$ cat config.mk
export PLATFORM = sky130hd
export DESIGN_NAME = slave_access_seq
export DESIGN_NICKNAME = d
export VERILOG_FILES = /design/src/rtl/slsq_pkg.sv /design/src/rtl/slsq_select.sv /design/src/rtl/slsq_dload.sv /design/src/rtl/slsq_strobes.sv /design/src/rtl/slave_access_seq.sv
export SDC_FILE = /design/constraint.sdc
export NUM_CORES = 1
export LEC_CHECK = 0
export BUFFER_PORTS_ARGS = -buffer_cell sky130_fd_sc_hd__buf_2
export CORE_AREA = 3 3 40 42
export CTS_BUF_LIST = sky130_fd_sc_hd__clkbuf_16
export DETAILED_ROUTE_END_ITERATION = 16
export DIE_AREA = 0 0 43 45
export PLACE_DENSITY = 0.83
export SETUP_SLACK_MARGIN = 0.05
export SYNTH_ARGS = -nofsm -noshare
export SYNTH_HDL_FRONTEND = slang
export SYNTH_SLANG_ARGS = --single-unit
$ cat constraint.sdc
create_clock -name clk -period 5.25 [get_ports clk]
set_clock_uncertainty 0.05 [all_clocks]
set_input_delay 1.05 -clock clk [delete_from_list [all_inputs] [get_ports clk]]
set_output_delay 1.05 -clock clk [all_outputs]
set_load 0.01 [all_outputs]
$ cat src/rtl/slsq_pkg.sv
package slsq_pkg;
  typedef struct packed {
    logic wr;
    logic blk;
  } xfer_mode_t;

  localparam xfer_mode_t MODE_NONE = '{wr: 1'b0, blk: 1'b0};
endpackage

$ cat src/rtl/slsq_select.sv
module slsq_select
  import slsq_pkg::*;
(
  input  logic       clk,
  input  logic       rst,
  input  logic       start,
  input  logic       addr_hit,
  input  logic       is_write,
  input  logic       is_block,
  input  logic       grant,
  input  logic       ack_take,
  output logic       fresh,
  output logic       sel_now,
  output xfer_mode_t mode_now,
  output logic       acked_now,
  output logic       sel_q
);
  xfer_mode_t mode_q;
  logic       acked_q;
  logic       finishing;

  always_comb begin
    fresh     = !sel_q && start && addr_hit;
    sel_now   = sel_q || fresh;
    mode_now  = fresh ? '{wr: is_write, blk: is_block} : mode_q;
    acked_now = fresh ? 1'b0 : acked_q;
    finishing = sel_q && acked_q && !grant;
  end

  always_ff @(posedge clk) begin
    if (rst) begin
      sel_q   <= 1'b0;
      mode_q  <= MODE_NONE;
      acked_q <= 1'b0;
    end else if (fresh) begin
      sel_q   <= 1'b1;
      mode_q  <= '{wr: is_write, blk: is_block};
      acked_q <= ack_take;
    end else if (finishing) begin
      sel_q   <= 1'b0;
      mode_q  <= MODE_NONE;
      acked_q <= 1'b0;
    end else if (ack_take) begin
      acked_q <= 1'b1;
    end
  end

  // an acknowledge is taken at most once per transaction
  assert_ack_once_R10: assert property (@(posedge clk) disable iff (rst)
    (sel_q && acked_q) |-> !ack_take);
endmodule

$ cat src/rtl/slsq_dload.sv
module slsq_dload
  import slsq_pkg::*;
#(
  parameter int WORDS = 4
) (
  input  logic       clk,
  input  logic       rst,
  input  logic       fresh,
  input  logic       sel_now,
  input  xfer_mode_t mode_now,
  input  logic       acked_now,
  input  logic       grant,
  input  logic       iack_n,
  input  logic       lack_n,
  output logic       ack_take,
  output logic       dclk
);
  localparam int CNT_W = $clog2(WORDS + 1);
  localparam logic [CNT_W-1:0] LAST = CNT_W'(WORDS - 1);

  logic [CNT_W-1:0] words_q, words_eff;
  logic             hold_q;
  logic             blk_wr, idle, first_go, mid_go, last_ready, dclk_set;

  always_comb begin
    words_eff  = fresh ? '0 : words_q;
    blk_wr     = sel_now && mode_now.wr && mode_now.blk && grant;
    idle       = !dclk;
    first_go   = blk_wr && idle && (words_eff == '0);
    mid_go     = blk_wr && idle && !acked_now && !iack_n &&
                 (words_eff != '0) && (words_eff < LAST);
    last_ready = !(mode_now.wr && mode_now.blk) || (words_eff == LAST);
    ack_take   = sel_now && grant && idle && !acked_now && !lack_n && last_ready;
    dclk_set   = first_go || mid_go || (ack_take && mode_now.wr);
  end

  always_ff @(posedge clk) begin
    if (rst) begin
      dclk    <= 1'b0;
      hold_q  <= 1'b0;
      words_q <= '0;
    end else begin
      if (dclk && hold_q) begin
        dclk   <= 1'b1;
        hold_q <= 1'b0;
      end else begin
        dclk   <= dclk_set;
        hold_q <= first_go;
      end
      if (!sel_now)
        words_q <= '0;
      else if (dclk_set)
        words_q <= words_eff + CNT_W'(1);
      else
        words_q <= words_eff;
    end
  end

  // no load pulse lasts longer than two cycles
  assert_pulse_width_R6: assert property (@(posedge clk) disable iff (rst)
    (dclk && $past(dclk)) |=> !dclk);
  // word counter never passes the block length
  assert_word_bound_R7: assert property (@(posedge clk) disable iff (rst)
    words_q <= CNT_W'(WORDS));
endmodule

$ cat src/rtl/slsq_strobes.sv
module slsq_strobes
  import slsq_pkg::*;
(
  input  logic       clk,
  input  logic       rst,
  input  logic       sel_now,
  input  xfer_mode_t mode_now,
  input  logic       grant,
  input  logic       ack_take,
  output logic       aen_n,
  output logic       den_n,
  output logic       drv_n
);
  always_ff @(posedge clk) begin
    if (rst) begin
      aen_n <= 1'b1;
      den_n <= 1'b1;
      drv_n <= 1'b1;
    end else begin
      aen_n <= !(sel_now && grant);
      den_n <= !(sel_now && mode_now.wr && grant);
      drv_n <= !(ack_take && !mode_now.wr);
    end
  end

  // data enable only ever appears together with address enable
  assert_den_within_aen_R4: assert property (@(posedge clk) disable iff (rst)
    !den_n |-> !aen_n);
  // bus drive lasts one cycle
  assert_drv_single_R9: assert property (@(posedge clk) disable iff (rst)
    !drv_n |=> drv_n);
endmodule

$ cat src/rtl/slave_access_seq.sv
module slave_access_seq
  import slsq_pkg::*;
#(
  parameter int BLOCK_WORDS = 4
) (
  input  logic clk,
  input  logic rst,
  input  logic bus_start,
  input  logic addr_match,
  input  logic xfer_write,
  input  logic xfer_block,
  input  logic grant_n,
  input  logic iack_n,
  input  logic lack_n,
  output logic laddr_en_n,
  output logic ldata_clk,
  output logic ldata_en_n,
  output logic bus_drv_n
);
  logic       grant, fresh, sel_now, acked_now, sel_q, ack_take;
  xfer_mode_t mode_now;

  assign grant = !grant_n;

  slsq_select u_select (
    .clk(clk), .rst(rst), .start(bus_start), .addr_hit(addr_match),
    .is_write(xfer_write), .is_block(xfer_block), .grant(grant),
    .ack_take(ack_take), .fresh(fresh), .sel_now(sel_now),
    .mode_now(mode_now), .acked_now(acked_now), .sel_q(sel_q)
  );

  slsq_dload #(.WORDS(BLOCK_WORDS)) u_dload (
    .clk(clk), .rst(rst), .fresh(fresh), .sel_now(sel_now),
    .mode_now(mode_now), .acked_now(acked_now), .grant(grant),
    .iack_n(iack_n), .lack_n(lack_n), .ack_take(ack_take), .dclk(ldata_clk)
  );

  slsq_strobes u_strobes (
    .clk(clk), .rst(rst), .sel_now(sel_now), .mode_now(mode_now),
    .grant(grant), .ack_take(ack_take), .aen_n(laddr_en_n),
    .den_n(ldata_en_n), .drv_n(bus_drv_n)
  );

  // nothing selected means every output is quiet
  assert_idle_quiet_R2: assert property (@(posedge clk) disable iff (rst)
    !sel_q |-> (laddr_en_n && ldata_en_n && !ldata_clk && bus_drv_n));
  // no load clock alongside the read drive
  assert_drv_no_dclk_R9: assert property (@(posedge clk) disable iff (rst)
    !bus_drv_n |-> !ldata_clk);
endmodule

=== After elaboration in Yosys (flattened, before gate mapping) ===
Index checks and enable logic that the tools add are counted.

* Reduce and logical (&&, ||, !) cells: 44
* Bitwise operators: 1
* Add/subtract/negate cells: 1
* Magnitude comparators: 1
* Equality and inequality tests: 1
* Mux-type cells: 12

{| class="wikitable"
|+ Operator list
! kind !! count
|-
| $logic_and 1x1->1 || 23
|-
| $logic_not 1->1 || 11
|-
| $mux 1 || 7
|-
| $mux 2 || 3
|-
| $mux 3 || 2
|-
| $reduce_bool 3->1 || 2
|-
| $logic_or 1x1->1 || 4
|-
| $reduce_or 2->1 || 2
|-
| $add 3x1->3 const B || 1
|-
| $eq 3x2->1 const B || 1
|-
| $logic_not 3->1 || 1
|-
| $lt 3x2->1 const B || 1
|-
| $reduce_bool 2->1 || 1
|-
| $not 1->1 || 1
|}

* Output and inout bits: 4
* Bits in registers: 12
* Input bits: 9

=== Depth between registers and ports, before layout ===
Gate-level depths: netlist (run 1).

* Depth after elaboration: 15
* Depth in mapped cells: 8
* Mapped depth without buffers: 8

=== Modules after synthesis ===
A second synthesis (run 1) with hierarchy kept.

* Cell total of the unflattened synthesis: 67
* Area total of the unflattened synthesis: 633.1 µm²

{| class="wikitable"
|+ By module, submodules not included
! module !! instances !! area each (µm²) !! seq. area each (µm²) !! cells an instance
|-
| slsq_dload || 1 || 351.6 || 100.1 || 39
|-
| slsq_select || 1 || 192.7 || 80.1 || 21
|-
| slsq_strobes || 1 || 85.1 || 60.1 || 6
|-
| slave_access_seq || 1 || 3.8 || 0.0 || 1
|}

=== Worst setup path before layout (run 1) ===
OpenSTA, ideal clock, no wires.

* Path kind: input-to-reg
* Start point: in bus_start
* End point: reg u_dload.words_q[0]
* Setup slack: 2.718 ns
* Required time: 5.128 ns
* Data arrival time: 2.411 ns
* Stages on the path: 8
* Cell sequence: nand3b_2 nand2_1 inv_1 ha_1 ha_1 a21o_1 a32oi_4 mux2i_1

* Longest elaborated chain between the ends: 14

{| class="wikitable"
|+ Ends and longest elaborated chain
! what !! line !! text
|-
| start: declaration || slave_access_seq.sv:8 || <nowiki>input logic bus_start,</nowiki>
|-
| $logic_and 1x1->1 (*) (2 in series) || slsq_select.sv:23 || <nowiki>fresh = !sel_q && start && addr_hit;</nowiki>
|-
| $mux 2 / $logic_or 1x1->1 (equally long branches) || slsq_select.sv:25, slsq_select.sv:24 ||
|-
| $logic_and 1x1->1 (3 in series) || slsq_dload.sv:27 || <nowiki>blk_wr = sel_now && mode_now.wr && mode_now.blk && grant;</nowiki>
|-
| $logic_and 1x1->1 || slsq_dload.sv:29, slsq_dload.sv:30 ||
|-
| $logic_and 1x1->1 (3 in series) || slsq_dload.sv:30 || <nowiki>mid_go = blk_wr && idle && !acked_now && !iack_n &&</nowiki>
|-
| $logic_and 1x1->1 || slsq_dload.sv:31 || <nowiki>(words_eff != '0) && (words_eff < LAST);</nowiki>
|-
| $logic_or 1x1->1 (2 in series) || slsq_dload.sv:34 || <nowiki>dclk_set = first_go || mid_go || (ack_take && mode_now.wr);</nowiki>
|-
| $mux 3 || slsq_dload.sv:52 || <nowiki>else if (dclk_set)</nowiki>
|-
| end signal: assignment || slsq_dload.sv:53 || <nowiki>words_q <= words_eff + CNT_W'(1);</nowiki>
|-
| end signal: assignment || slsq_dload.sv:55 || <nowiki>words_q <= words_eff;</nowiki>
|-
| end: declaration || slsq_dload.sv:21 || <nowiki>logic [CNT_W-1:0] words_q, words_eff;</nowiki>
|}

Every way passes the cells marked *; elsewhere a longest branch is shown, timed or not.
A chain may end at the register's enable or synchronous reset.

=== Worst setup path in the final report (run 1) ===
* Start point: in bus_start
* End point: reg u_dload.words_q[2]

Same word-level chain as after synthesis.

==> metrics.yaml, run 1 <==
cts_tree: "done"
tightest_slew_ps: 521
vias_per_cell: 5.69
dp.cells: 96
hold_viol: 0
cts_sinks: 12
syn_to_final_growth_pct: 22.3
dpl.hpwl_um: 1060
cp_num_buf_inv: 2
vias: 569
ys_seq_area_share_pct: 37.5
start_util_pct: 49.9
post_drt_wl_per_cell_um: 14.8
numCtsBuffers: 3
final_antenna_net_count: 0
drc: 0
clk_latency_ps: 240
relSlewSlack_pct: 65.0
yosysUniqueCellTypes: 28
core_area_um2: 1280
track_usage_pct: 17.4
cp.required_ps: 5370
cts_resized: 0
syn_area_um2: 641
post_cts_buffers: 0
dr.first_iter.drc_count: 19
port-buffer-count: 12
fmax_ghz: 0.378
max_cap_violations: 0
crit_chain: "buf_2 > nand3b_2 > nand2_1 > inv_1 > ha_1 > ha_1 > a21o_1 > a32oi_4 > mux2i_1"
outcome: "complete, no violations"
ys_warn_count: 0
yosysTopAreaCell: "dfxtp_1"
fp.dieW_um: 43
rsz0062_at_grt: "false"
cts_max_path_buffers: 2
grt_max_degree: 11
ios: 13
ir_drop_uv: 165
antenna_found_initial: 0
fillers: 114
holdBufCountCts: 0
dieArea_um2: 1940
fin_crit_ps: 2650
root_buffer: "clkbuf_16"
tns_ps: 0
n_antenna_cell: 0
grt_pass1_vias: 577
fin_cells: 100
post-route-period-util_pct: 50.4
gp_congestion: 0.802
ys_ff_latch: 12
first_pass_iters: 4
criticalPathCategory: "in2reg"
std_cell_rows: 13
yosysTopAreaCellShare_pct: 37.5
startpoint_type: "primary input"
routed_wl_um: 1480
powerDensity_nw_per_um2: 331
synth_area_leaders: "dfxtp_1, nand2_1, ha_1"
crit_family: "compound AO/OA/AOI/OAI gates"
crit_path_frequent_cell: "ha_1"
grt_first_pass_wirelength_um: 2510
synth.avg_cell_area_um2: 9.02
htreeDepth: 1
drv_slew: 0
hold_path.class: "reg2reg"
endpoint_kind: "register"
crit_fanout: 10
slowest_delay_ps: 320
netlist_instances: 71
setup_viol: 0
drive_gt1_share_pct: 24.7
nNetsFinal: 98
gr-total-overflow: 0
die_h_um: 45
synth_fp_nets: 83
cp_slowest_cell: "a32oi_4"
arrival_ps: 2760
leakagePower_nw: 0.339
clk_pin_slew_ps: 40
worst paths after layout:
kind	start	endpoint	slack, ps	depth (start not counted)
worst max-delay path	bus_start	u_dload.words_q[2]	2600	9
worst min-delay path	u_dload.hold_q	u_dload.dclk	410	2
worst max register to register	u_select.sel_q	u_dload.words_q[2]	3010	8
worst min register to register	u_dload.hold_q	u_dload.dclk	410	2
cell usage after synthesis (all sizes together):
library cell	n
o22ai	1
nor2	1
mux2i	3
ha	3
o41ai	1
nand2	15
o31ai	1
nand2b	1
inv	4
nand3	6
and3b	2
and2	1
or4b	1
or3	2
a21oi	5
a31oi	1
nand3b	2
o32ai	1
o21ai	1
nor3	1
buf	2
a21o	2
a32oi	1
nor3b	1
dfxtp	12
cell type report:
| cell class | count | area [um^2] | share of cell area (%) |
|---|---|---|---|
| Clock inverter | 1 | 3.75 | 0.479 |
| Sequential cell | 12 | 240 | 30.7 |
| Multi-Input combinational cell | 53 | 370 | 47.3 |
| Tap cell | 15 | 18.8 | 2.40 |
| Inverter | 4 | 15.0 | 1.92 |
| Clock buffer | 3 | 75.1 | 9.58 |
| Timing Repair Buffer | 12 | 60.1 | 7.67 |
per-stage QoR:
stage / instance area [um^2] / setup slack [ps] / power, mW / hold WS (ps) / util, %
after floorplan: 641 / 2720 / 0.114 / 381 / -
after global placement: 704 / 2480 / 0.121 / 402 / 54.8
after detailed placement: 704 / 2400 / 0.122 / 405 / 54.8
after CTS: 783 / 2610 / 0.261 / 411 / 61.0
after global routing: 783 / 2440 / 0.268 / 444 / 61.0
final: 783 / 2600 / 0.259 / 409 / 61.0
routing by layer:
| metal | track usage, % | vias to the layer above | part of all wire (%) |
|---|---|---|---|
| met1 | 19.5 | 261 | 41 |
| li1 | - | 282 | - |
| met2 | 30.5 | 19 | 50 |
| met5 | 0 | - | 0 |
| met4 | 9.64 | 0 | 3.1 |
| met3 | 3.98 | 7 | 5.0 |
layout by cell type, fill, tap and decap left out:
master / count
nand2_1: 14
buf_2: 12
dfxtp_1: 12
nand3_1: 6
a21oi_1: 5
inv_1: 4
mux2i_1: 3
ha_1: 3
clkbuf_16: 3
or3_1: 2
and3b_1: 2
a21o_1: 2
nand3b_2: 1
or4b_4: 1
o31ai_2: 1
nor3b_1: 1
nor2_1: 1
nor3_1: 1
o21ai_1: 1
nand2_2: 1
a31oi_1: 1
o41ai_2: 1
a32oi_4: 1
o32ai_1: 1
nand3b_1: 1
nand2b_1: 1
o22ai_1: 1
and2_1: 1
clkinv_1: 1
registers in the layout, indices dropped and copies added (netlist names):
signal,cells
u_dload.words_q,3
u_select.mode_q,2
u_dload.dclk,1
u_dload.hold_q,1
u_select.acked_q,1
u_select.sel_q,1
u_strobes.aen_n,1
u_strobes.den_n,1
u_strobes.drv_n,1
logic make-up after synthesis:
family	after synthesis	synth area share [%]
buffers and inverters	6	4.69
adders and majority gates	3	5.86
AOI/OAI and AO/OA	14	19.1
DFF	12	37.5
and+or+nand+nor	33	28.1
muxes	3	4.69
where the power goes:
group	switching (mW)	internal [mW]
registers	0.00260	0.0940
logic	0.0141	0.0102
clock network	0.0383	0.100
total	0.0550	0.204
tightest hold or removal path, cell delays in order, from the launching register on:
cell     delay [ps]
dfxtp_1         290
nand2_1          60
a21oi_1          60
Note: power is estimated with default switching activity, not from simulation.
==> run 2: changes to the inputs <==
- clock period: 5.25 -> 2.75 ns (I/O delays scaled with it)
==> run 2 against run 1 <==
  * Critical path depth decreased by 1
  * Clock power increased by 88%
  * Register-to-register slack got worse by 2500 ps
  * Setup slack got worse by 2100 ps
  * Power increased by 89%
  * Critical endpoint is now u_dload.words_q[1]
  * Largest power group unchanged
  * Highest routed layer unchanged
==> metrics.yaml, run 2 (synthesized netlist as in run 1, its figures left out) <==
startpoint_type: "register"
gp_congestion: 0.790  # -1.4%
tns_ps: 0  # unchanged
syn_to_final_growth_pct: 21.7
fin_crit_ps: 2240
ios: 13  # unchanged
max_cap_violations: 0  # unchanged
ir_drop_uv: 447  # +170%
die_h_um: 45  # unchanged
cts_resized: 0  # unchanged
dpl.hpwl_um: 1020  # -4.5%
nNetsFinal: 98  # unchanged
post_cts_buffers: 0  # unchanged
final_antenna_net_count: 0  # unchanged
met2_usage_pct: 26.3  # -4.2 points
drc: 0  # unchanged
largest_reg_flops: 3  # unchanged
layout_common_cells: "nand2_1, buf_2, dfxtp_1"
arrival_ps: 2350  # -410 ps
dr.first_iter.drc_count: 14  # -5
outcome: "complete, no violations"
cts_max_path_buffers: 2  # unchanged
first_pass_iters: 4  # unchanged
finish.instance_area_um2: 779  # -0.48%
placed_cell_area_um2: 704  # unchanged
hold_start: "u_dload.hold_q"
tightest_slew_ps: 492  # -28.8 ps
cts_tree: "done"
clk_latency_ps: 240  # about the same
leakagePower_nw: 0.337  # -0.46%
gr-total-overflow: 0  # unchanged
antenna_found_initial: 0  # unchanged
grt_pass1_vias: 519  # -10%
criticalPathCategory: "reg2reg"
root_buffer: "clkbuf_16"
setup_viol: 0  # unchanged
start_util_pct: 49.9  # unchanged
htreeDepth: 1  # unchanged
std_cell_rows: 13  # unchanged
fp.dieW_um: 43  # unchanged
crit_path_end: "u_dload.words_q[1]"
numCtsBuffers: 3  # unchanged
relSlewSlack_pct: 67.0  # +1.9 points
use_met1_pct: 14.9  # -4.6 points
holdBufCountCts: 0  # unchanged
track_usage_pct: 15.0  # -2.4 points
reg2reg_from: "u_select.sel_q"
post_drt_wl_per_cell_um: 13.6  # -8.0%
rr_endpoint: "u_dload.words_q[1]"
grtUsageMet3_pct: 7.97  # +4.0 points
reg2reg_depth: 8  # unchanged
dieArea_um2: 1940  # unchanged
largest-register: "u_dload.words_q"
grt_first_pass_wirelength_um: 2120  # -16%
power.total_mw: 0.490  # +89%
clk_pin_slew_ps: 40  # about the same
cts_sinks: 12  # unchanged
endpoint_kind: "register"
post-route-period-util_pct: 81.4
rrSetupSlack_ps: 510  # -2500 ps
routed_wl_um: 1350  # -8.9%
vias: 558  # -1.9%
fmax_ghz: 0.447
startpoint: "u_select.sel_q"
powerDensity_nw_per_um2: 629  # +90%
cp.required_ps: 2860  # -2510 ps
fin_cells: 99  # -1.0%
port-buffer-count: 12  # unchanged
dp.cells: 96  # unchanged
core_area_um2: 1280  # unchanged
drive_gt1_share_pct: 25.0  # +0.29 points
rsz0062_at_grt: "false"
hold_path.class: "reg2reg"
grt_max_degree: 11  # unchanged
utilization_pct: 60.7  # -0.29 points
n_antenna_cell: 0  # unchanged
vias_per_cell: 5.64  # -0.94%
final_common_cell: "nand2_1"
hold_viol: 0  # unchanged
drv_slew: 0  # unchanged
crit_fanout: 10  # unchanged
fillers: 113  # -0.88%
top_regs: "u_dload.words_q x3, u_select.mode_q x2"
grt.busiest_layer: "met2"
holdPathStages: 2  # unchanged
[run 2: worst min-delay path by stage]
stage / endpoint / slack [ps]
2_1_floorplan: u_dload.dclk / 380
3_3_place_gp: u_dload.dclk / 410
3_5_place_dp: u_dload.dclk / 400
4_1_cts: u_dload.dclk / 410
5_1_grt: u_dload.dclk / 420
6_report: u_dload.dclk / 400
[run 2: where the power goes]
part / switching [mW] / total (mW) / internal (mW) / leakage (nW)
clock: 0.0712 / 0.260 / 0.189 / 0.0370
combinational: 0.0260 / 0.0454 / 0.0194 / 0.203
sequential: 0.00491 / 0.184 / 0.180 / 0.0975
[run 2: metrics by stage]
| step | hold WS [ps] | worst slack (ps) |
|---|---|---|
| final | 402 | 511 |
| after global placement | 411 | 447 |
| after global routing | 422 | 407 |
| after floorplan | 381 | 718 |
| after detailed placement | 402 | 379 |
| after CTS | 407 | 510 |
[run 2: cell type report]
| cell class | count | area (um^2) | area share, % |
|---|---|---|---|
| multi-input combinational | 53 | 370 | 47.5 |
| sequential | 12 | 240 | 30.8 |
| clock buffer | 3 | 75.1 | 9.63 |
| timing repair buffer | 12 | 60.1 | 7.70 |
| tap | 15 | 18.8 | 2.41 |
| inverter | 4 | 15.0 | 1.93 |
[run 2: worst max-delay path: stages (launching register included)]
cell and delay [ps]:
dfxtp_1 360, nand3b_2 360, nand2_1 180, inv_1 70, ha_1 200, ha_1 210
a21o_1 200, a32oi_4 310, mux2i_1 220
[run 2: per-layer routing]
metal  wire [um]  vias to the layer above  part of all wire [%]
li1            -                      281                     -
met1         529                      253                    39
met2         705                       22                    52
met3         102                        2                   7.6
met4           8                        0                  0.59
met5           0                        -                     0
